===== src/rtl/xcvr_pkg.sv =====
package xcvr_pkg;

  typedef enum logic {
    CTL_SPLIT  = 1'b0,
    CTL_SHARED = 1'b1
  } ctl_style_e;

  typedef struct packed {
    logic to_a;
    logic to_b;
  } drive_t;

  // Enable decoding for both control styles
  function automatic drive_t decode_drive(input ctl_style_e st,
                                          input logic mode_b,
                                          input logic gate_n);
    drive_t d;
    if (st == CTL_SPLIT) begin
      d.to_b = mode_b;
      d.to_a = !gate_n;
    end else begin
      d.to_b = !gate_n && mode_b;
      d.to_a = !gate_n && !mode_b;
    end
    return d;
  endfunction

endpackage


===== src/rtl/xcvr_strobe_edge.sv =====
module xcvr_strobe_edge (
  input  logic clk,
  input  logic rst,
  input  logic stb,
  output logic rise
);
  logic stb_q;

  always_ff @(posedge clk) begin
    if (rst) stb_q <= 1'b0;
    else     stb_q <= stb;
  end

  assign rise = stb && !stb_q;


  rise_single_chk: assert property (@(posedge clk) disable iff (rst)
    rise |=> !rise);

endmodule


===== src/rtl/xcvr_store.sv =====
module xcvr_store #(
  parameter int W = 8
) (
  input  logic         clk,
  input  logic         rst,
  input  logic         ld,
  input  logic [W-1:0] d,
  output logic [W-1:0] q
);
  always_ff @(posedge clk) begin
    if (rst)     q <= '0;
    else if (ld) q <= d;
  end


  load_value_chk: assert property (@(posedge clk) disable iff (rst)
    ld |=> (q == $past(d)));


  hold_value_chk: assert property (@(posedge clk) disable iff (rst)
    !ld |=> $stable(q));

endmodule


===== src/rtl/xcvr_path.sv =====
module xcvr_path #(
  parameter int W       = 8,
  parameter bit INVERT  = 1'b0,
  parameter bit SEL_REG = 1'b0
) (
  input  logic         clk,
  input  logic         rst,
  input  logic         sel,
  input  logic [W-1:0] live,
  input  logic [W-1:0] stored,
  output logic [W-1:0] dout,
  output logic         sel_used
);
  function automatic logic [W-1:0] xfer(input logic [W-1:0] v);
    return INVERT ? ~v : v;
  endfunction

  if (SEL_REG) begin : g_sel_reg
    logic sel_q;
    always_ff @(posedge clk) begin
      if (rst) sel_q <= 1'b0;
      else     sel_q <= sel;
    end
    assign sel_used = sel_q;


    sel_lag_chk: assert property (@(posedge clk) disable iff (rst)
      (sel != $past(sel)) |-> (sel_used == $past(sel)));
  end else begin : g_sel_direct
    assign sel_used = sel;
  end

  always_comb begin
    dout = xfer(sel_used ? stored : live);
  end

endmodule


===== src/rtl/xcvr_regbus.sv =====
module xcvr_regbus
  import xcvr_pkg::*;
#(
  parameter int         W         = 8,
  parameter ctl_style_e CTL_STYLE = CTL_SPLIT,
  parameter bit         INVERT    = 1'b0,
  parameter bit         SEL_REG   = 1'b0
) (
  input  logic         clk,
  input  logic         rst,
  input  logic [W-1:0] a_in,
  output logic [W-1:0] a_out,
  output logic [W-1:0] a_oe,
  input  logic [W-1:0] b_in,
  output logic [W-1:0] b_out,
  output logic [W-1:0] b_oe,
  input  logic         stb_ab,
  input  logic         stb_ba,
  input  logic         sel_ab,
  input  logic         sel_ba,
  input  logic         mode_b,
  input  logic         gate_n
);
  localparam int NDIR = 2;

  logic [NDIR-1:0][W-1:0] din, dout, stored;
  logic [NDIR-1:0]        stb, sel, rise, sel_used;
  drive_t                 drv;

  // index 0: A toward B, index 1: B toward A
  assign din[0] = a_in;
  assign din[1] = b_in;
  assign stb    = {stb_ba, stb_ab};
  assign sel    = {sel_ba, sel_ab};

  for (genvar g = 0; g < NDIR; g++) begin : g_dir
    xcvr_strobe_edge u_edge (
      .clk  (clk),
      .rst  (rst),
      .stb  (stb[g]),
      .rise (rise[g])
    );
    xcvr_store #(.W(W)) u_store (
      .clk (clk),
      .rst (rst),
      .ld  (rise[g]),
      .d   (din[g]),
      .q   (stored[g])
    );
    xcvr_path #(.W(W), .INVERT(INVERT), .SEL_REG(SEL_REG)) u_path (
      .clk      (clk),
      .rst      (rst),
      .sel      (sel[g]),
      .live     (din[g]),
      .stored   (stored[g]),
      .dout     (dout[g]),
      .sel_used (sel_used[g])
    );
  end

  assign b_out = dout[0];
  assign a_out = dout[1];

  assign drv  = decode_drive(CTL_STYLE, mode_b, gate_n);
  assign b_oe = {W{drv.to_b}};
  assign a_oe = {W{drv.to_a}};


  oe_whole_chk: assert property (@(posedge clk) disable iff (rst)
    (a_oe == '0 || a_oe == '1) && (b_oe == '0 || b_oe == '1));


  one_side_chk: assert property (@(posedge clk) disable iff (rst)
    (CTL_STYLE == CTL_SHARED) |-> !(a_oe[0] && b_oe[0]));


  stored_b_hold_chk: assert property (@(posedge clk) disable iff (rst)
    (sel_used[0] && !rise[0]) |=> (!sel_used[0] || $stable(b_out)));


  stored_a_hold_chk: assert property (@(posedge clk) disable iff (rst)
    (sel_used[1] && !rise[1]) |=> (!sel_used[1] || $stable(a_out)));

endmodule


===== config.mk =====
export PLATFORM = sky130hd
export DESIGN_NAME = xcvr_regbus
export DESIGN_NICKNAME = d
export VERILOG_FILES = /design/src/rtl/xcvr_pkg.sv /design/src/rtl/xcvr_strobe_edge.sv /design/src/rtl/xcvr_store.sv /design/src/rtl/xcvr_path.sv /design/src/rtl/xcvr_regbus.sv
export SDC_FILE = /design/constraint.sdc
export NUM_CORES = 1
export LEC_CHECK = 0
export BUFFER_PORTS_ARGS = -buffer_cell sky130_fd_sc_hd__buf_2
export CAP_MARGIN = 20
export CORE_UTILIZATION = 25
export DETAILED_ROUTE_END_ITERATION = 12
export PLACE_DENSITY = 0.59
export REMOVE_ABC_BUFFERS = 1
export SETUP_SLACK_MARGIN = 0.3
export SYNTH_ARGS = -nofsm -noshare
export SYNTH_HDL_FRONTEND = slang
export SYNTH_SLANG_ARGS = --single-unit

===== constraint.sdc =====
create_clock -name clk -period 1.8 [get_ports clk]
set_clock_uncertainty 0.2 [all_clocks]
set_input_delay 0.18 -clock clk [delete_from_list [all_inputs] [get_ports clk]]
set_output_delay 0.18 -clock clk [all_outputs]
set_load 0.005 [all_outputs]

==> impl_metrics.json, run 1 <==
{
  "ant_nets": 0,
  "swShare_pct": 24.32,
  "period_share_pct": 74.52,
  "drtIter0Drc": 19,
  "synth_top_cell_by_area": "dfxtp_1",
  "postCtsHoldBufs": 0,
  "max-cap-violations": 0,
  "clkPwrFrac_pct": 35.2,
  "switchingPower_uw": 230.4,
  "setup_violations": 0,
  "cts_setup_buffers": 0,
  "tightestPinTransition_ns": 0.4159,
  "area_delta_synth_final_pct": 19.70,
  "via_count": 867,
  "grt_pass1_wl_um": 4215,
  "synth_most_common_cell": "dfxtp_1",
  "path_cells": "mux2_2, buf_2",
  "cellLeakagePower_nw": 0.5377,
  "crit_type": "reg2out",
  "antenna_found_initial": 0,
  "cts_max_level": 1,
  "outcome": "complete, no violations",
  "synth_top_area_share_pct": 33.57,
  "power_frac_comb_pct": 18.6,
  "p_seq_share_pct": 46.3,
  "die_h_um": 67.53,
  "fp.dieW_um": 67.53,
  "synth_ff_type": "dfxtp_1",
  "grt_max_degree": 35,
  "portBuffers": 46,
  "cts_root_buf": "clkbuf_8",
  "worstRegToRegCells": 2,
  "post_cts_resized": 0,
  "place_ws_ns": 0.5463,
  "rows": 23,
  "vias_per_cell": 4.636,
  "rsz0062_at_grt": "no",
  "worst-path-buf-inv": 1,
  "synth_edf_count": 0,
  "ys_top_cells_by_area": "dfxtp_1, mux2_2, nand4bb_1, buf_4, nand2b_1",
  "ios": 56,
  "core-area_um2": 4058,
  "wl_um": 2526,
  "ys_seq_elements": 18,
  "critical_path_required_ns": 1.42,
  "synth_commonest_cells": "dfxtp_1, mux2_2, nand2b_1, nand4bb_1, buf_4",
  "grt-ovfl-total": 0,
  "setup_tns_ns": 0,
  "die_area_um2": 4560,
  "netlist_instances": 107,
  "start_util_pct": 26.46,
  "drc_errors": 0,
  "place.gp.congestion": 0.6841,
  "antenna-diode-count": 0,
  "hold_path_class": "in2reg",
  "ir_drop_mv": 0.2338,
  "clock_tree.buffer_depth": 2,
  "period_minus_slack_ns": 1.341,
  "cts_buffers": 3,
  "hpwlAfterDp_um": 1909,
  "cp_top_family": "flip-flops",
  "track_usage_pct": 12.25,
  "detail_route.wl_per_cell_um": 13.51,
  "path_max_fanout": 2,
  "cp-end-kind": "output pin",
  "clk_pin_slew_ns": 0.07,
  "fmax_mhz": 745.5,
  "drive_gt1_share_pct": 49.64,
  "drv_slew": 0,
  "async_flop_share_pct": 0,
  "hold_viol": 0,
  "intPower_uw": 716.9,
  "dr.pass1.iters": 4,
  "slew_headroom_pct": 72.27,
  "startpoint_type": "flip-flop",
  "worst-path-stages": 2,
  "fin_nets": 162,
  "holdPathStages": 3,
  "power.density_nw_per_um2": 737.2,
  "clkSinkCount": 18,
  "avgSynthCellArea_um2": 10.03,
  "synth_area_um2": 1074,
  "max_stage_delay_ns": 0.33,
  "setup_slack_ns": 0.4586,
  "grt_pass1_vias": 919,
  "synth_cell_type_count": 13,
  "yosysWarnings": 0,
  "critical-path-slowest-cell": "dfxtp_1",
  "cts_tree": "done",
  "clk_latency_ns": 0.25,
  "yosysSeqAreaShare_pct": 33.57,
  "critPathArrivalTime_ns": 0.96
}
[tightest hold or removal path, delay by kind of cell]
kind | cells | cell delay, ns
and+or+nand+nor | 1 | 0.08
buffers and inverters | 1 | 0.09
AOI/OAI and AO/OA | 1 | 0.07
[final timing paths]
path / from / end / slack, ns
worst max-delay path: g_dir[0].u_store.q[3] / b_out[3] / 0.46
worst min-delay path: b_in[5] / g_dir[1].u_store.q[5] / 0.009
worst max register to register: g_dir[1].u_edge.stb_q / g_dir[1].u_store.q[4] / 0.61
worst min register to register: g_dir[1].u_store.q[7] / g_dir[1].u_store.q[7] / 0.27
[placed cells by master, fill, tap and decap left out]
cell type	instances
nand4bb_1	16
buf_2	46
o21ai_0	13
nor2b_1	2
dfxtp_1	18
and2b_4	2
o21ai_1	3
clkbuf_8	4
nand2b_1	16
inv_1	1
mux2_2	16
[layer usage]
| metal | part of all wire (%) | vias to the layer above | global-route usage, % |
|---|---|---|---|
| met3 | 2.6 | 4 | 2.027 |
| met4 | 1.7 | 0 | 6.915 |
| met5 | 0 | - | 0 |
| met1 | 40 | 417 | 13.30 |
| li1 | - | 428 | - |
| met2 | 56 | 18 | 22.15 |
[power groups by stage]
stage | sequential, mW | clock, mW | combinational (mW)
floorplan | 0.441 | 0 | 0.0859
global placement | 0.445 | 0 | 0.170
detailed placement | 0.448 | 0 | 0.177
CTS | 0.438 | 0.340 | 0.178
global route | 0.442 | 0.355 | 0.193
finish | 0.438 | 0.333 | 0.176
[cell families after synthesis]
| family | after synthesis | synth area share, % |
|---|---|---|
| and+or+nand+nor | 36 | 29.14 |
| AOI/OAI and AO/OA | 16 | 7.459 |
| buffers and inverters | 21 | 13.05 |
| DFF | 18 | 33.57 |
| muxes | 16 | 16.78 |
[flip-flops by register name, indices dropped and copies added, names as in the netlist]
name                flops
g_dir.u_edge.stb_q      2
g_dir.u_store.q        16
[layout make-up]
| cell class | instances | area, µm² |
|---|---|---|
| multi-input combinational | 68 | 573.1 |
| inverter | 1 | 3.754 |
| sequential | 18 | 360.3 |
| fill | 430 | 2773 |
| tap | 50 | 62.56 |
| timing repair buffer | 46 | 230.2 |
| clock buffer | 4 | 55.05 |
[through the flow]
| step | hold WS (ns) | utilization, % | area (µm²) | cells | power, mW |
|---|---|---|---|---|---|
| 2_1_floorplan | 0.05161 | - | 937.1 | 87 | 0.5267 |
| 3_5_place_dp | 0.1602 | 30.31 | 1230 | 183 | 0.6246 |
| 6_report | 0.008781 | 31.67 | 1285 | 187 | 0.9473 |
| 3_3_place_gp | 0.1602 | 30.31 | 1230 | 183 | 0.6150 |
| 5_1_grt | 0.02126 | 31.67 | 1285 | 187 | 0.9892 |
| 4_1_cts | 0.003437 | 31.67 | 1285 | 187 | 0.9564 |
No activity file was read; power rests on OpenSTA's default activity.
==> run 2, diff against run 1 <==
PLACE_DENSITY = 0.61   (was 0.59)
clock period = 1.16 ns   (was 1.8 ns; I/O delays follow)
==> run 2 against run 1 <==
Against the previous run: the run now ends with negative hold slack, negative setup slack left; highest routed layer unchanged; largest cell class unchanged; non-clock buffer count rose by 5; wire length decreased by 0.91%; critical path type unchanged; first-iteration DRC count is 68% higher; die area did not move; clock-buffer cell count is 1 lower.
==> impl_metrics.json, run 2 (synthesis gave the netlist of run 1 again) <==
{
  "track_usage_pct": 10.94,
  "grt_max_degree": 35,
  "hold_path_class": "in2reg",
  "wl_um": 2503,
  "reg.largest.list": "g_dir.u_store.q x16, g_dir.u_edge.stb_q x2",
  "drive_gt1_share_pct": 72.34,
  "rsz0062_at_grt": "yes",
  "clk_latency_ns": 0.24,
  "die_area_um2": 4560,
  "violations": "negative hold slack, negative setup slack",
  "clkSinkCount": 18,
  "antenna-diode-count": 0,
  "fp.dieW_um": 67.53,
  "clk_pin_slew_ns": 0.07,
  "grt-ovfl-total": 0,
  "hpwlAfterDp_um": 1649,
  "place.gp.congestion": 0.7733,
  "power.density_nw_per_um2": 970.1,
  "cts_max_level": 1,
  "cts_root_buf": "clkbuf_8",
  "ant_nets": 0,
  "setup_violations": 16,
  "portBuffers": 46,
  "critPathArrivalTime_ns": 0.94,
  "tightestPinTransition_ns": 0.2653,
  "start_util_pct": 26.46,
  "hold_ws_ns": -0.05071,
  "largest_reg_flops": 16,
  "core-area_um2": 4058,
  "antenna_found_initial": 0,
  "worst-path-stages": 2,
  "setup_slack_ns": -0.09950,
  "cellLeakagePower_nw": 0.6745,
  "cts_tree": "done",
  "drc_errors": 0,
  "ios": 56,
  "vias_per_cell": 4.602,
  "rows": 23,
  "cts_buffers": 3,
  "worst-path-buf-inv": 1,
  "power_mw": 1.515,
  "fmax_mhz": 794.0,
  "path_max_fanout": 2,
  "grt_pass1_wl_um": 3857,
  "startpoint_type": "flip-flop",
  "period_minus_slack_ns": 1.260,
  "hold_viol": 15,
  "fin_nets": 167,
  "grt_pass1_vias": 859,
  "path_cells": "mux2_4, buf_6",
  "slew_headroom_pct": 82.31,
  "cp-end-kind": "output pin",
  "worstRegToRegCells": 2,
  "startpoint": "g_dir[0].u_store.q[6]",
  "drtIter0Drc": 32,
  "area_delta_synth_final_pct": 45.45,
  "die_h_um": 67.53,
  "ir_drop_mv": 0.3025,
  "max-cap-violations": 0,
  "via_count": 879,
  "drv_slew": 0,
  "detail_route.wl_per_cell_um": 13.10,
  "critical_path_required_ns": 0.84,
  "final_cell_mix": "buf_2, dfxtp_2, buf_6",
  "critical-path-slowest-cell": "dfxtp_2",
  "crit_type": "reg2out",
  "reg2reg_from": "g_dir[0].u_edge.stb_q",
  "max_stage_delay_ns": 0.32,
  "r2r-end": "g_dir[0].u_store.q[7]",
  "final_common_cell": "buf_2",
  "regMostFlops": "g_dir.u_store.q",
  "cp_top_family": "flip-flops",
  "setup.worst_path.end": "b_out[6]",
  "outcome": "finished with violations",
  "clock_tree.buffer_depth": 2,
  "dr.pass1.iters": 4,
  "rrSetupSlack_ns": 0.11,
  "period_share_pct": 108.6,
  "postLayoutCoreUtil_pct": 38.48
}
[run 2: cell count changes in the layout (fill, tap and decap cells not counted), moves of 12 or more]
cell	before	now
o21ai_0	13	0
dfxtp_2	0	17
dfxtp_1	18	1
mux2_4	0	15
mux2_2	16	1
buf_2	46	31
buf_6	0	17
o21ai_2	0	12
[run 2: layout make-up]
cell class              count  area (µm²)
clock buffers               3       41.29
multi-input cells          68       690.7
well taps                  50       62.56
fillers                   419        2496
inverters                   1       3.754
flip-flops and latches     18       381.6
repair buffers             51       381.6
[run 2: power by group]
part	leakage, nW	internal (mW)	total [mW]	switching [mW]
sequential	0.155	0.662	0.682	0.0199
clock	0.0216	0.230	0.419	0.189
combinational	0.498	0.258	0.414	0.156
[run 2: what timing repair did]
| item | CTS | global route |
|---|---|---|
| gates cloned | 0 | 0 |
| resized for setup | 53 | 22 |
| pin swaps | 16 | 2 |
| hold endpoints to repair | 16 | 15 |
| endpoints found under the setup margin | 32 | 32 |
| buffers inserted | 1 | 0 |
[run 2: stage by stage]
step / TNS, ns / hold slack, ns / worst slack [ns] / std cells / cell area (µm²)
after floorplan: 0 / -0.01239 / 0.1653 / 87 / 937.1
after global placement: 0 / 0.03216 / 0.03073 / 187 / 1272
after detailed placement: 0 / 0.03216 / 0.02967 / 187 / 1272
after CTS: -1.582 / -0.05984 / -0.1048 / 191 / 1466
after global routing: -1.974 / -0.04246 / -0.1370 / 191 / 1562
final: -1.438 / -0.05071 / -0.09950 / 191 / 1562
[run 2: tightest hold or removal path: cells and delay by family]
| kind | cells | cell delay, ns |
|---|---|---|
| AND/OR/NAND/NOR | 1 | 0.09 |
| buffers and inverters | 1 | 0.09 |
| AO/OA/AOI/OAI | 1 | 0.07 |
[run 2: metal layers]
metal / track usage [%] / vias up / part of all wire [%]
met1: 13.16 / 430 / 44
met4: 4.787 / 0 / 1.1
met2: 19.80 / 12 / 53
li1: - / 435 / -
met5: 0 / - / 0
met3: 0.5068 / 2 / 1.9
[run 2: worst min path at each step]
| stage | end | start | slack, ns | cells after the start |
|---|---|---|---|---|
| after global routing | g_dir[1].u_store.q[2] | b_in[2] | -0.04 | 3 |
| after global placement | b_oe[0] | mode_b | 0.03 | 0 |
| after CTS | g_dir[1].u_store.q[7] | b_in[7] | -0.06 | 3 |
| after floorplan | g_dir[0].u_edge.stb_q | rst | -0.01 | 1 |
| final | g_dir[1].u_store.q[4] | b_in[4] | -0.05 | 3 |
| after detailed placement | b_oe[0] | mode_b | 0.03 | 0 |
==> run 3, diff against run 2 <==
REMOVE_ABC_BUFFERS = default   (was 1)
==> run 3 against run 2 <==
Against the previous run: the flow still finishes with violations (negative hold slack, negative setup slack); via count grew 6.5%; combinational power increased by 4%; setup slack worse by 0.0010 ns; first-iteration DRC count is 25% lower; worst hold slack is essentially flat; largest cell class unchanged; maximum frequency is essentially flat; power grew 6.5%; sequential share of layout area shrank 0.59 points; register-to-register slack hardly changed.
==> impl_metrics.json, run 3 (synthesis gave the netlist of run 1 again) <==
{
  "cts_buffers": 3,
  "ir_drop_mv": 1.143,
  "holdPathStages": 3,
  "violations": "negative hold slack, negative setup slack",
  "path_max_fanout": 2,
  "die_h_um": 67.53,
  "cts_max_level": 1,
  "place_area_um2": 1292,
  "regMostFlops": "g_dir.u_store.q",
  "rows": 23,
  "track_usage_pct": 10.90,
  "portBuffers": 46,
  "critical_path_required_ns": 0.84,
  "slew_headroom_pct": 70.70,
  "postLayoutCoreUtil_pct": 40.09,
  "place_ws_ns": 0.01091,
  "largest_reg_flops": 16,
  "grt_max_degree": 35,
  "via_count": 936,
  "cts_root_buf": "clkbuf_8",
  "worstRegToRegCells": 2,
  "antenna_found_initial": 0,
  "clk_pin_slew_ns": 0.07,
  "clock_tree.buffer_depth": 2,
  "ios": 56,
  "dp.cells": 183,
  "hold_path_class": "in2reg",
  "rsz0062_at_grt": "yes",
  "clkSinkCount": 18,
  "drtIter0Drc": 24,
  "area_delta_synth_final_pct": 51.52,
  "drc_errors": 0,
  "dr.pass1.iters": 4,
  "vias_per_cell": 4.680,
  "drv_slew": 0,
  "antenna-diode-count": 0,
  "power_mw": 1.614,
  "die_area_um2": 4560,
  "tightestPinTransition_ns": 0.4395,
  "outcome": "finished with violations",
  "crit_type": "reg2out",
  "fp.dieW_um": 67.53,
  "place.gp.congestion": 0.7323,
  "period_minus_slack_ns": 1.261,
  "setup_slack_ns": -0.1005,
  "cp-end-kind": "output pin",
  "start_util_pct": 26.46,
  "hpwlAfterDp_um": 1640,
  "grt_pass1_wl_um": 3753,
  "syn-num-nets": 131,
  "clk_latency_ns": 0.25,
  "wl_um": 2480,
  "period_share_pct": 108.7,
  "max-cap-violations": 0,
  "final_cells": 200,
  "fin_nets": 175,
  "grt-ovfl-total": 0,
  "setup_violations": 16,
  "cellLeakagePower_nw": 0.7258,
  "fmax_mhz": 793.3,
  "setup_tns_ns": -1.482,
  "power.density_nw_per_um2": 992.3,
  "post-route-cell-area_um2": 1627,
  "drive_gt1_share_pct": 76.67,
  "detail_route.wl_per_cell_um": 12.40,
  "core-area_um2": 4058,
  "reg.largest.list": "g_dir.u_store.q x16, g_dir.u_edge.stb_q x2",
  "startpoint_type": "flip-flop",
  "hold_ws_ns": -0.05052,
  "hold_viol": 16,
  "cts_tree": "done",
  "ant_nets": 0,
  "grt_pass1_vias": 893,
  "critPathArrivalTime_ns": 0.94,
  "final_common_cell": "buf_2"
}
run 3: changes by cell type in the layout (fill, tap and decap cells not counted), sizes merged:
cell,previous run,this run
buf,51,59
clkbuf,3,4
run 3: cell type report:
type	instances	area [µm²]
clock buffers	4	55.05
fillers	394	2431
inverters	1	3.754
multi-input cells	68	689.4
flip-flops and latches	18	387.9
well taps	50	62.56
repair buffers	59	427.9
run 3: worst paths after layout:
kind / from / to / slack (ns)
min: a_in[3] / g_dir[0].u_store.q[3] / -0.05
max reg2reg: g_dir[1].u_edge.stb_q / g_dir[1].u_store.q[1] / 0.10
max: g_dir[0].u_store.q[1] / b_out[1] / -0.10
min reg2reg: g_dir[0].u_store.q[3] / g_dir[0].u_store.q[3] / 0.28
run 3: what timing repair did:
| item | 4_1_cts | 5_1_grt |
|---|---|---|
| cloned | 0 | 0 |
| endpoints found under the setup margin | 32 | 40 |
| endpoints found under the hold margin | 18 | 16 |
| gates resized for setup | 23 | 27 |
| setup buffers | 12 | 1 |
run 3: report_power, final:
part           internal [mW]  total, mW  switching [mW]
sequential             0.660      0.679          0.0192
clock                  0.301      0.504           0.203
combinational          0.272      0.431           0.159
total                   1.23       1.61           0.381
run 3: critical path, cell delays in order, from the launching register on:
cell	delay, ns
dfxtp_2	0.32
mux2_4	0.26
buf_6	0.12
run 3: per-layer routing:
| metal | vias up | routed length [µm] | track usage, % |
|---|---|---|---|
| met2 | 40 | 1251 | 21.53 |
| met4 | 0 | 17 | 2.128 |
| li1 | 449 | - | - |
| met5 | - | 0 | 0 |
| met3 | 4 | 174 | 3.041 |
| met1 | 443 | 1038 | 11.14 |
